<file path="config.mk">
export PLATFORM = sky130hd
export DESIGN_NAME = msl_status_latch
export DESIGN_NICKNAME = d
export VERILOG_FILES = /design/src/rtl/msl_pkg.sv /design/src/rtl/msl_ctrl.sv /design/src/rtl/msl_dpath.sv /design/src/rtl/msl_status_latch.sv
export SDC_FILE = /design/constraint.sdc
export NUM_CORES = 1
export LEC_CHECK = 0
export ABC_AREA = 0
export BUFFER_PORTS_ARGS = -buffer_cell sky130_fd_sc_hd__buf_4
export CAP_MARGIN = 20
export CORE_UTILIZATION = 35
export CTS_CLUSTER_DIAMETER = 150
export DETAILED_ROUTE_END_ITERATION = 12
export PLACE_DENSITY_LB_ADDON = 0.15
export SETUP_SLACK_MARGIN = 0.5
export SLEW_MARGIN = 10
export SYNTH_ARGS = -nofsm -noshare
export SYNTH_HDL_FRONTEND = slang
export SYNTH_SLANG_ARGS = --single-unit
</file>
<file path="constraint.sdc">
create_clock -name clk -period 1.5 [get_ports clk]
set_clock_uncertainty 0.1 [all_clocks]
set_input_delay 0.3 -clock clk [delete_from_list [all_inputs] [get_ports clk]]
set_output_delay 0.3 -clock clk [all_outputs]
set_load 0.01 [all_outputs]
</file>
<file path="src/rtl/msl_pkg.sv">
package msl_pkg;
  parameter int unsigned MSL_CH        = 6;
  parameter int unsigned MSL_WORD      = 16;
  parameter int unsigned MSL_SLEW_BASE = 8;

  // Strobes the control side hands to the flag datapath each cycle.
  typedef struct packed {
    logic              flush;
    logic              snap;
    logic              tic;
    logic [MSL_CH-1:0] rdEnd;
    logic [MSL_CH-1:0] clr;
  } msl_strobe_t;
endpackage

</file>
<file path="src/rtl/msl_ctrl.sv">
module msl_ctrl
  import msl_pkg::*;
(
  input  logic              clk,
  input  logic              rstN,
  input  logic              swReset,
  input  logic              phaseEn,
  input  logic              intOut,
  input  logic              intIn,
  input  logic              latchWr,
  input  logic              tic,
  input  logic [MSL_CH-1:0] chanClrWr,
  input  logic [MSL_CH-1:0] carrRd,
  output msl_strobe_t       strobes
);
  logic              intOutQ;
  logic              intInQ;
  logic [MSL_CH-1:0] carrRdQ;

  always_ff @(posedge clk or negedge rstN) begin
    if (!rstN) begin
      intOutQ <= 1'b0;
      intInQ  <= 1'b0;
      carrRdQ <= '0;
    end else begin
      intOutQ <= intOut;
      intInQ  <= intIn;
      carrRdQ <= carrRd;
    end
  end

  always_comb begin
    strobes.flush = swReset | ~phaseEn;
    strobes.snap  = (intOut & ~intOutQ) | (intIn & ~intInQ) | latchWr;
    strobes.tic   = tic;
    strobes.rdEnd = carrRdQ & ~carrRd;
    strobes.clr   = chanClrWr;
  end
endmodule

</file>
<file path="src/rtl/msl_dpath.sv">
module msl_dpath
  import msl_pkg::*;
(
  input  logic                clk,
  input  logic                rstN,
  input  msl_strobe_t         strobes,
  input  logic [MSL_CH-1:0]   dataRdy,
  input  logic [MSL_CH-1:0]   slewIn,
  output logic [MSL_WORD-1:0] statusA,
  output logic [MSL_WORD-1:0] statusB
);
  logic [MSL_CH-1:0] liveNew, liveMiss, liveSlew;
  logic [MSL_CH-1:0] snapNew, snapMiss, snapSlew;

  always_ff @(posedge clk or negedge rstN) begin
    if (!rstN) begin
      liveNew  <= '0;
      liveMiss <= '0;
      liveSlew <= '0;
      snapNew  <= '0;
      snapMiss <= '0;
      snapSlew <= '0;
    end else if (strobes.flush) begin
      liveNew  <= '0;
      liveMiss <= '0;
      liveSlew <= '0;
      snapNew  <= '0;
      snapMiss <= '0;
      snapSlew <= '0;
    end else begin
      if (strobes.snap) begin
        snapNew  <= liveNew;
        snapMiss <= liveMiss;
        snapSlew <= liveSlew;
      end
      for (int ch = 0; ch < MSL_CH; ch++) begin
        if (strobes.clr[ch]) begin
          liveNew[ch]  <= 1'b0;
          liveMiss[ch] <= 1'b0;
          liveSlew[ch] <= 1'b0;
        end else begin
          // New data is taken only while the channel is unprotected.
          if (strobes.tic && dataRdy[ch] && !liveNew[ch])
            liveNew[ch] <= 1'b1;
          else if (strobes.rdEnd[ch] && snapNew[ch])
            liveNew[ch] <= 1'b0;
          if (strobes.tic && dataRdy[ch] && liveNew[ch])
            liveMiss[ch] <= 1'b1;
          if (strobes.tic && !liveNew[ch])
            liveSlew[ch] <= slewIn[ch];
        end
      end
    end
  end

  always_comb begin
    statusA = '0;
    statusB = '0;
    statusA[MSL_CH-1:0]             = snapNew;
    statusB[MSL_CH-1:0]             = snapMiss;
    statusB[MSL_SLEW_BASE +: MSL_CH] = snapSlew;
  end
endmodule

</file>
<file path="src/rtl/msl_status_latch.sv">
module msl_status_latch
  import msl_pkg::*;
(
  input  logic                clk,
  input  logic                rstN,
  input  logic                swReset,
  input  logic                phaseEn,
  input  logic                intOut,
  input  logic                intIn,
  input  logic                latchWr,
  input  logic [MSL_CH-1:0]   chanClrWr,
  input  logic [MSL_CH-1:0]   carrRd,
  input  logic                tic,
  input  logic [MSL_CH-1:0]   dataRdy,
  input  logic [MSL_CH-1:0]   slewIn,
  output logic [MSL_WORD-1:0] statusA,
  output logic [MSL_WORD-1:0] statusB
);
  msl_strobe_t strobes;

  msl_ctrl u_ctrl (
    .clk(clk), .rstN(rstN), .swReset(swReset), .phaseEn(phaseEn),
    .intOut(intOut), .intIn(intIn), .latchWr(latchWr), .tic(tic),
    .chanClrWr(chanClrWr), .carrRd(carrRd), .strobes(strobes)
  );

  msl_dpath u_dpath (
    .clk(clk), .rstN(rstN), .strobes(strobes), .dataRdy(dataRdy),
    .slewIn(slewIn), .statusA(statusA), .statusB(statusB)
  );
endmodule

</file>
## Word-level counts from Yosys, hierarchy flattened

Cells that the tools add are included.

- Word-level logic and storage cells: 140
- Register bits: 44
- Input port bits: 32

- Multiplexer cells: 51
- Reduce and logical (&&, ||, !) cells: 55
- Bitwise gates (word level): 10

Operators with widths:

| cell | number |
|---|---|
| 2-to-1 mux 6 bit | 9 |
| 2-to-1 mux 1 bit | 42 |
| nonzero test 3 bit | 12 |
| logical AND 1 bit | 30 |
| nonzero test 4 bit | 6 |
| AND 6 bit | 1 |
| zero test 1 bit | 6 |
| inverter 6 bit | 1 |
| inverter 1 bit | 3 |
| bitwise OR 1 bit | 3 |
| AND 1 bit | 2 |
| nonzero test 2 bit | 1 |

## Longest topological paths before layout

Gate-level depths: netlist of run 1.

- Depth in word-level cells: 7
- Depth in mapped cells: 6

## By module

From an unflattened synthesis of run 1, not the netlist that was laid out.

- Cells, all modules: 168
- Area, all modules: 2072.0 um^2

By module, submodules not included:

| module | seq. area each (um^2) | area each (um^2) | instances | cells an instance |
|---|---|---|---|---|
| msl_dpath | 900.9 | 1757.9 | 1 | 143 |
| msl_ctrl | 200.2 | 314.1 | 1 | 25 |

## Worst setup path before layout of run 1

No wires, ideal clock.

- Path kind: input -> register
- From: in swReset
- To: reg u_dpath.snapMiss[2]
- Buffers on the path: 3
- Library setup time: 123 ps
- Path slack: -174 ps
- Arrival: 1451 ps
- Data required time: 1277 ps
- Stages: 6
- Cell sequence: nand2b_4 buf_6 or4_4 buf_6 buf_8 mux2i_1

- Cells in the longest elaborated chain, start to end: 2
- Elaborated cells between the ends (all ways): 3
- Those cells by class: mux: 1; bitwise: 1; reduce/logical: 1

RTL lines:

| element | RTL line | RTL |
|---|---|---|
| start, declared | msl_status_latch.sv:6 | `input logic swReset,` |
| bitwise OR 1 bit * | msl_ctrl.sv:33 | `strobes.flush = swReset \| ~phaseEn;` |
| 2-to-1 mux 6 bit / nonzero test 2 bit (equally long branches) | -- |  |
| end signal, assigned | msl_dpath.sv:33 | `snapMiss <= liveMiss;` |
| end, declared | msl_dpath.sv:13 | `logic [MSL_CH-1:0] snapNew, snapMiss, snapSlew;` |

Every way passes the cells marked *; elsewhere a longest branch is shown, timed or not.
A chain may end at the register's enable or synchronous reset.

## Final worst setup path of run 1

- From: reg u_ctrl.intInQ
- To: reg u_dpath.snapMiss[0]

- Cells in the longest elaborated chain, start to end: 5

RTL lines:

| element | RTL line | RTL |
|---|---|---|
| start, declared | msl_ctrl.sv:17 | `logic intInQ;` |
| start signal, assigned | msl_ctrl.sv:27 | `intInQ <= intIn;` |
| inverter 1 bit | msl_ctrl.sv:34 | `strobes.snap = (intOut & ~intOutQ) \| (intIn & ~intInQ) \| latchWr;` |
| AND 1 bit | msl_ctrl.sv:34 |  |
| bitwise OR 1 bit (2 in series) | msl_ctrl.sv:34 |  |
| nonzero test 2 bit (no source line) | -- |  |

No other way between the ends.

==> impl_metrics.tcl, run 1 <==
set metrics [dict create \
    status "finished with violations" \
    violations "hold timing" \
    start_util_pct 37.2 \
    cts_buffer_depth 2 \
    required_ns 1.57 \
    ant_nets 0 \
    fill_cells 483 \
    p_leak_nw 1.38 \
    cp.buffers_inverters 0 \
    diodes 0 \
    cp.arrival_ns 1.43 \
    rows 26 \
    slowest_stage "or4_4" \
    vias 1439 \
    rr_startpoint "u_ctrl.intInQ" \
    first_global_vias 1411 \
    slew_viol_final 0 \
    worstSetupStartpointType "flip-flop" \
    hold_violations 44 \
    synth_fa_ha_area_share_pct 0 \
    clk_pin_slew_ns 0.08 \
    final_area_um2 2790 \
    p_seq_share_pct 54.8 \
    routedWlPerCell_um 13.9 \
    cp_top_family "simple AND/OR/NAND/NOR gates" \
    maxCapViolCount 0 \
    cts_buffers 5 \
    route.detailed.drc 0 \
    critPathCaptureType "flip-flop" \
    crit_start "u_ctrl.intInQ" \
    fmax_ghz 0.737 \
    synth_compound_area_share_pct 4.36 \
    port-buffer-count 49 \
    max_slew_margin_pct 62.6 \
    syn_area_per_cell_um2 11.1 \
    core_area_um2 5240 \
    p_clk_share_pct 34.1 \
    switching_power_w 0.000529 \
    synth.area.mux_share_pct 12.3 \
    synth_area_um2 1950 \
    post-route-min-period_ns 1.36 \
    swShare_pct 23.8 \
    gp_congestion 0.693 \
    path_max_fanout 5 \
    post-dp-hpwl_mm 2.52 \
    internal-power_w 0.00169 \
    drive_gt1_share_pct 39.6 \
    ir_drop_mv 0.521 \
    yosysWarnings 0 \
    cts_root_buf "clkbuf_8" \
    synth-xor-area-share_pct 0 \
    syn_inst 176 \
    grt_pass1_wl_mm 6.86 \
    pwr-share-comb_pct 11.1 \
    placed_area_um2 2320 \
    worstMarginPinSlew_ns 0.561 \
    dieHeight_um 76.6 \
    cts_tree "built" \
    dieArea_um2 5870 \
    cts.sinks 44 \
    whs_ns -0.105 \
    finalPower_w 0.00222 \
    cellPowerDensity_nw_per_um2 795 \
    hp-class "in2async" \
    utilization_pct 53.3 \
    crit_path_cell_trace "nor2b_2 > or4_4 > mux2i_1" \
    firstDrtPassIters 4 \
    post-route-period-util_pct 90.4 \
    die_w_um 76.6 \
    track_usage_pct 15.2 \
    slowest_delay_ns 0.57 \
    nets 276 \
    finalSetupTns_ns 0 \
    grt_max_degree 45 \
    grt_overflow 0 \
    first_iter_violations 62 \
    cts.htree.levels 2 \
    synth_top_family_by_area "simple AND/OR/NAND/NOR gates" \
    setup_viol 0 \
    io_pins 64 \
    path_class "reg2reg" \
    yosysUniqueCellTypes 21 \
    synth-seq-cells 44 \
    synth-seq-area-share_pct 56.5 \
    routed_wl_mm 4.39 \
    syn_to_final_growth_pct 43.3 \
    grt_antenna_before_repair 0 \
    insertion_delay_ns 0.29 \
    vias_per_cell 4.57 \
    synth_simple_gate_area_share_pct 14.9 \
    rsz0062_at_grt "true" \
]
-- metrics by stage --
step	worst slack (ns)	hold slack, ns	cells
after detailed placement	-0.170	0.234	288
after floorplan	-0.174	-0.0956	189
after global routing	0.0976	-0.0603	315
after global placement	-0.152	0.236	288
final	0.144	-0.105	315
after CTS	0.118	-0.0878	310
-- metal layers --
metal / part of all wire, % / wire (um) / GRT usage (%) / vias up
li1: - / - / - / 701
met1: 47 / 2060 / 20.2 / 693
met2: 49 / 2130 / 24.5 / 40
met3: 3.5 / 153 / 3.11 / 5
met4: 1.1 / 48 / 5.77 / 0
met5: 0 / 0 / 0 / -
-- cells by family after synthesis --
kind of cell,count (synthesis)
mux,24
simple gates,53
compound gates,14
other cells,1
flops,44
buf+inv,40
-- power groups by stage --
stage                     combinational [W]  sequential (W)  clock, W
final                              0.000246         0.00122  0.000758
after global placement             0.000204         0.00124         0
after floorplan                    0.000125         0.00124         0
after detailed placement           0.000203         0.00124         0
after CTS                          0.000230         0.00121  0.000777
after global routing               0.000268         0.00122  0.000822
-- state kept, by name, indices dropped and copies added (netlist names) --
| register | cells |
|---|---|
| u_dpath.snapMiss | 6 |
| u_dpath.liveMiss | 6 |
| u_dpath.liveSlew | 6 |
| u_dpath.liveNew | 6 |
| u_dpath.snapSlew | 6 |
| u_ctrl.intInQ | 1 |
| u_ctrl.intOutQ | 1 |
| u_ctrl.carrRdQ | 6 |
| u_dpath.snapNew | 6 |
-- synthesized netlist by cell type (all sizes together) --
| library cell | number | area, um2 |
|---|---|---|
| nand2 | 20 | 75.1 |
| a21oi | 6 | 30.0 |
| or4 | 1 | 11.3 |
| inv | 18 | 67.6 |
| and2b | 1 | 7.51 |
| buf | 17 | 143 |
| dfrtp | 44 | 1100 |
| clkbuf | 5 | 18.8 |
| conb | 1 | 3.75 |
| nor2 | 2 | 7.51 |
| nor3 | 12 | 60.1 |
| and4b | 4 | 40.0 |
| nor4 | 4 | 25.0 |
| a31oi | 6 | 37.5 |
| a2111oi | 2 | 17.5 |
| nor2b | 4 | 25.0 |
| nand2b | 5 | 38.8 |
| mux2i | 24 | 240 |
-- cell type report --
cell class | count | area (um2) | share of cell area [%]
Timing Repair Buffer | 67 | 598 | 21.4
Inverter | 18 | 67.6 | 2.42
Multi-Input combinational cell | 108 | 846 | 30.3
Sequential cell | 44 | 1100 | 39.5
Tap cell | 70 | 87.6 | 3.14
Clock buffer | 8 | 90.1 | 3.23
-- worst paths after layout --
path | to | slack, ns | cells past startpoint
min in group clk | u_ctrl.carrRdQ[0] | 0.02 | 1
min | u_dpath.snapSlew[4] | -0.10 | 1
max in group asynchronous | u_dpath.liveNew[5] | 1.00 | 1
max | u_dpath.snapMiss[0] | 0.14 | 3
max reg2reg | u_dpath.snapMiss[0] | 0.14 | 3
min reg2reg | u_dpath.snapMiss[5] | 0.43 | 2
-- worst register-to-register path, stage by stage, from the launching register on --
cell     delay [ns]
dfrtp_1        0.34
nor2b_2        0.08
or4_4          0.57
mux2i_1        0.16
-- repair_timing --
| item | in CTS | in global routing |
|---|---|---|
| gates cloned | 2 | 1 |
| hold endpoints to repair | 44 | 44 |
| pin swaps | 8 | 8 |
| resized for setup | 34 | 18 |
| buffers inserted | 12 | 4 |
| endpoints found under the setup margin | 47 | 52 |
-- cell usage in the layout (no fill, tap or decap), drive strengths merged, types with 4 or more instances in the layout --
master,synthesis,routed
buf,17,67
dfrtp,44,44
mux2i,24,24
nand2,20,20
inv,18,18
conb,1,14
nor3,12,12
clkbuf,5,8
a21oi,6,6
a31oi,6,6
nand2b,5,5
and4b,4,4
or4,1,4
nor2b,4,4
nor4,4,4
(Power assumes the default switching activity.)
==> run 2: changes to the inputs <==
RECOVER_POWER = 25   (was default)
==> impl_metrics.tcl, run 2 (synthesized netlist as in run 1, its figures left out) <==
set metrics [dict create \
    pwr-share-comb_pct 10.9 \
    dieHeight_um 76.6 \
    cts_tree "built" \
    drive_gt1_share_pct 38.0 \
    max_slew_margin_pct 25.7 \
    placed_area_um2 2320 \
    hp-class "in2reg" \
    dieArea_um2 5870 \
    instances_no_fill 315 \
    slowest_stage "or4_4" \
    status "finished clean" \
    worstSetupStartpointType "flip-flop" \
    nets 276 \
    cts_buffer_depth 2 \
    post-dp-hpwl_mm 2.52 \
    track_usage_pct 15.2 \
    place_inst 288 \
    io_pins 64 \
    diodes 0 \
    maxCapViolCount 0 \
    cts_buffers 5 \
    setup_viol 0 \
    die_w_um 76.6 \
    required_ns 1.57 \
    cts.htree.levels 2 \
    cts.sinks 44 \
    final_common_cell "dfrtp_1" \
    hold_violations 0 \
    p_clk_share_pct 34.2 \
    vias 1442 \
    core_area_um2 5240 \
    fmax_ghz 0.737 \
    first_iter_violations 71 \
    routedWlPerCell_um 13.9 \
    post-route-min-period_ns 1.36 \
    rsz0062_at_grt "true" \
    gp_congestion 0.693 \
    insertion_delay_ns 0.29 \
    ir_drop_mv 0.521 \
    cts_root_buf "clkbuf_8" \
    path_max_fanout 5 \
    setup_ws_ns 0.143 \
    grt_antenna_before_repair 0 \
    final_area_um2 2780 \
    p_seq_share_pct 55.0 \
    crit_path_cell_trace "nor2b_2 > or4_4 > mux2i_1" \
    first_global_vias 1411 \
    clk_pin_slew_ns 0.07 \
    vias_per_cell 4.58 \
    slowest_delay_ns 0.57 \
    rows 26 \
    grt_overflow 0 \
    slew_viol_final 0 \
    route.detailed.drc 0 \
    finalPower_w 0.00221 \
    p_leak_nw 1.37 \
    firstDrtPassIters 4 \
    post-route-period-util_pct 90.5 \
    syn_to_final_growth_pct 42.4 \
    cp.arrival_ns 1.43 \
    start_util_pct 37.2 \
    worstMarginPinSlew_ns 1.11 \
    swShare_pct 23.8 \
    switching_power_w 0.000528 \
    cellPowerDensity_nw_per_um2 798 \
    grt_pass1_wl_mm 6.86 \
    path_class "reg2reg" \
    port-buffer-count 49 \
    dp_slack_ns -0.170 \
    whs_ns 0.0385 \
    internal-power_w 0.00169 \
    ant_nets 0 \
    layout_common_cells "dfrtp_1 (42), buf_4 (35), mux2i_1 (24), buf_6 (22)" \
    grt_max_degree 45 \
    routed_wl_mm 4.39 \
    critPathCaptureType "flip-flop" \
]
## run 2: worst paths after layout
check | start | to | slack [ns] | cells after the start
min in group asynchronous | rstN | u_dpath.snapSlew[4] | 0.10 | 1
max in group asynchronous | rstN | u_dpath.liveNew[5] | 0.45 | 1
worst max register to register | u_ctrl.intInQ | u_dpath.snapMiss[0] | 0.14 | 3
worst max-delay path | u_ctrl.intInQ | u_dpath.snapMiss[0] | 0.14 | 3
worst min register to register | u_dpath.liveMiss[5] | u_dpath.snapMiss[5] | 0.43 | 2
worst min-delay path | intIn | u_ctrl.intInQ | 0.04 | 1
## run 2: worst max-delay path: cells and delay by family, from the launching register on
kind | cells | cell delay [ns]
and+or+nand+nor | 2 | 0.65
DFF | 1 | 0.34
muxes | 1 | 0.15
## run 2: per-stage QoR
| step | utilization (%) | setup TNS, ns |
|---|---|---|
| 2_1_floorplan | - | -2.00 |
| 3_3_place_gp | 44.4 | -2.72 |
| 3_5_place_dp | 44.4 | -2.78 |
| 4_1_cts | 50.6 | 0 |
| 5_1_grt | 53.0 | 0 |
| 6_report | 53.0 | 0 |
## run 2: repair_timing
action	4_1_cts	5_1_grt
setup endpoints to repair	47	52
buffers inserted	12	4
cloned	2	1
pin swaps	8	8
hold endpoints to repair	44	44
gates resized for setup	34	18
## run 2: area by class of cell
type / instances / area, um2
Timing Repair Buffer: 67 / 581
Inverter: 18 / 67.6
Sequential cell: 44 / 1100
Fill cell: 488 / 2460
Multi-Input combinational cell: 108 / 846
Clock buffer: 8 / 90.1
Tap cell: 70 / 87.6
## run 2: per-layer routing
metal  global-route usage, %  routed length, um  vias to the layer above  share of wire [%]
met5                       0                  0                        -                  0
met4                    5.77                 48                        0                1.1
met3                    3.11                149                        5                3.4
met2                    24.5               2120                       40                 48
met1                    20.2               2070                      694                 47
li1                        -                  -                      703                  -
## run 2: power groups by stage
stage               Sequential, W  Combinational, W  Clock [W]
floorplan                 0.00124          0.000125          0
global placement          0.00124          0.000204          0
detailed placement        0.00124          0.000203          0
CTS                       0.00121          0.000230   0.000777
global route              0.00122          0.000262   0.000822
finish                    0.00122          0.000241   0.000756
==> run 3: changes to the inputs <==
CORE_UTILIZATION = 45   (was 35)
==> impl_metrics.tcl, run 3 (synthesized netlist as in run 1, its figures left out) <==
set metrics [dict create \
    status "finished clean" \
    cts_root_buf "clkbuf_8" \
    post-dp-hpwl_mm 2.67 \
    fmax_ghz 0.732 \
    pwr-share-comb_pct 10.5 \
    hp-class "in2reg" \
    internal-power_w 0.00172 \
    path_max_fanout 4 \
    cts.sinks 44 \
    crit_path_cell_trace "nor2b_2 > or4_4 > mux2i_1" \
    cts_buffers 5 \
    first_iter_violations 145 \
    rows 23 \
    cp.buffers_inverters 0 \
    path_class "reg2reg" \
    grt_overflow 0 \
    die_w_um 67.8 \
    max_slew_margin_pct 28.3 \
    routedWlPerCell_um 15.4 \
    cp.arrival_ns 1.45 \
    cts_tree "built" \
    io_pins 64 \
    p_clk_share_pct 35.2 \
    critPathCaptureType "flip-flop" \
    dieHeight_um 67.8 \
    core_area_um2 4090 \
    seq_area_um2 1100 \
    layout_common_cells "dfrtp_1 (43), buf_4 (32), mux2i_1 (24), nand2_1 (20), buf_6 (20)" \
    nets 271 \
    p_seq_share_pct 54.3 \
    insertion_delay_ns 0.29 \
    slowest_delay_ns 0.60 \
    clk_pin_slew_ns 0.08 \
    switching_power_w 0.000521 \
    first_global_vias 1424 \
    cts_buffer_depth 2 \
    drive_gt1_share_pct 37.2 \
    vias_per_cell 5.13 \
    vias 1483 \
    fill_cells 328 \
    slowest_stage "or4_4" \
    cp_top_family "simple AND/OR/NAND/NOR gates" \
    cts.htree.levels 2 \
    swShare_pct 23.3 \
    setup_ws_ns 0.134 \
    final_area_um2 2690 \
    finalPower_w 0.00224 \
    maxCapViolCount 0 \
    worstSetupStartpointType "flip-flop" \
    track_usage_pct 20.0 \
    slew_viol_final 0 \
    post-route-min-period_ns 1.37 \
    ir_drop_mv 0.648 \
    syn_to_final_growth_pct 38.2 \
    hold_violations 0 \
    diodes 0 \
    dieArea_um2 4600 \
    placed_area_um2 2290 \
    grt_antenna_before_repair 0 \
    setup_viol 0 \
    grt_pass1_wl_mm 6.54 \
    route.detailed.drc 0 \
    dp_slack_ns -0.168 \
    routed_wl_mm 4.45 \
    multi_input_area_um2 822 \
    required_ns 1.58 \
    ant_nets 0 \
    p_leak_nw 1.33 \
    cellPowerDensity_nw_per_um2 831 \
    post-route-period-util_pct 91.0 \
    final_common_cell "dfrtp_1" \
    gp_congestion 0.745 \
    rsz0062_at_grt "true" \
    grt_max_degree 45 \
    worstMarginPinSlew_ns 1.08 \
    start_util_pct 47.7 \
    firstDrtPassIters 4 \
    port-buffer-count 49 \
]
## run 3: changes by cell type in the layout (fill, tap and decap cells not counted), sizes merged
cell    delta
clkbuf     -1
buf        -5
## run 3: power groups by stage
stage	Sequential (W)	Clock, W	Combinational (W)
3_3_place_gp	0.00124	0	0.000192
6_report	0.00122	0.000788	0.000236
2_1_floorplan	0.00124	0	0.000125
5_1_grt	0.00122	0.000855	0.000257
3_5_place_dp	0.00124	0	0.000196
4_1_cts	0.00121	0.000800	0.000216
## run 3: layout make-up
cell class                      instances  share of cell area (%)
Tap cell                               50                    2.32
Sequential cell                        44                    40.9
Multi-Input combinational cell        108                    30.5
Inverter                               18                    2.51
Clock buffer                            7                    3.58
Timing Repair Buffer                   62                    20.2
## run 3: path summary, 6_finish.rpt
path	start	to	slack [ns]	cells after the start
worst min-delay path	carrRd[4]	u_ctrl.carrRdQ[4]	0.03	1
max in group asynchronous	rstN	u_dpath.liveNew[5]	0.47	1
worst max-delay path	u_ctrl.intInQ	u_dpath.snapSlew[3]	0.13	3
worst max register to register	u_ctrl.intInQ	u_dpath.snapSlew[3]	0.13	3
worst min register to register	u_dpath.liveMiss[5]	u_dpath.snapMiss[5]	0.44	2
min in group asynchronous	rstN	u_dpath.snapSlew[4]	0.09	1
## run 3: timing repair
item	in CTS	in global routing
buffers inserted	6	5
hold endpoints to repair	44	44
gates resized for setup	27	15
endpoints found under the setup margin	48	51
gates cloned	2	1
pin swaps	3	8
## run 3: stage by stage
step / hold slack (ns) / TNS (ns) / instances / utilization, %
6_report: 0.0349 / 0 / 289 / 65.9
3_3_place_gp: 0.222 / -2.48 / 268 / 55.9
5_1_grt: 0.0341 / 0 / 289 / 65.9
3_5_place_dp: 0.228 / -2.83 / 268 / 55.9
2_1_floorplan: -0.0956 / -2.00 / 189 / -
4_1_cts: -0.0861 / 0 / 283 / 62.3
## run 3: routing by layer
metal	GRT usage, %	share of wire, %	wire, um	up-vias
met3	5.83	3.2	142	8
met2	32.9	51	2270	45
li1	-	-	-	701
met1	24.5	45	1980	729
met4	8.07	1.3	56	0
met5	0	0	0	-
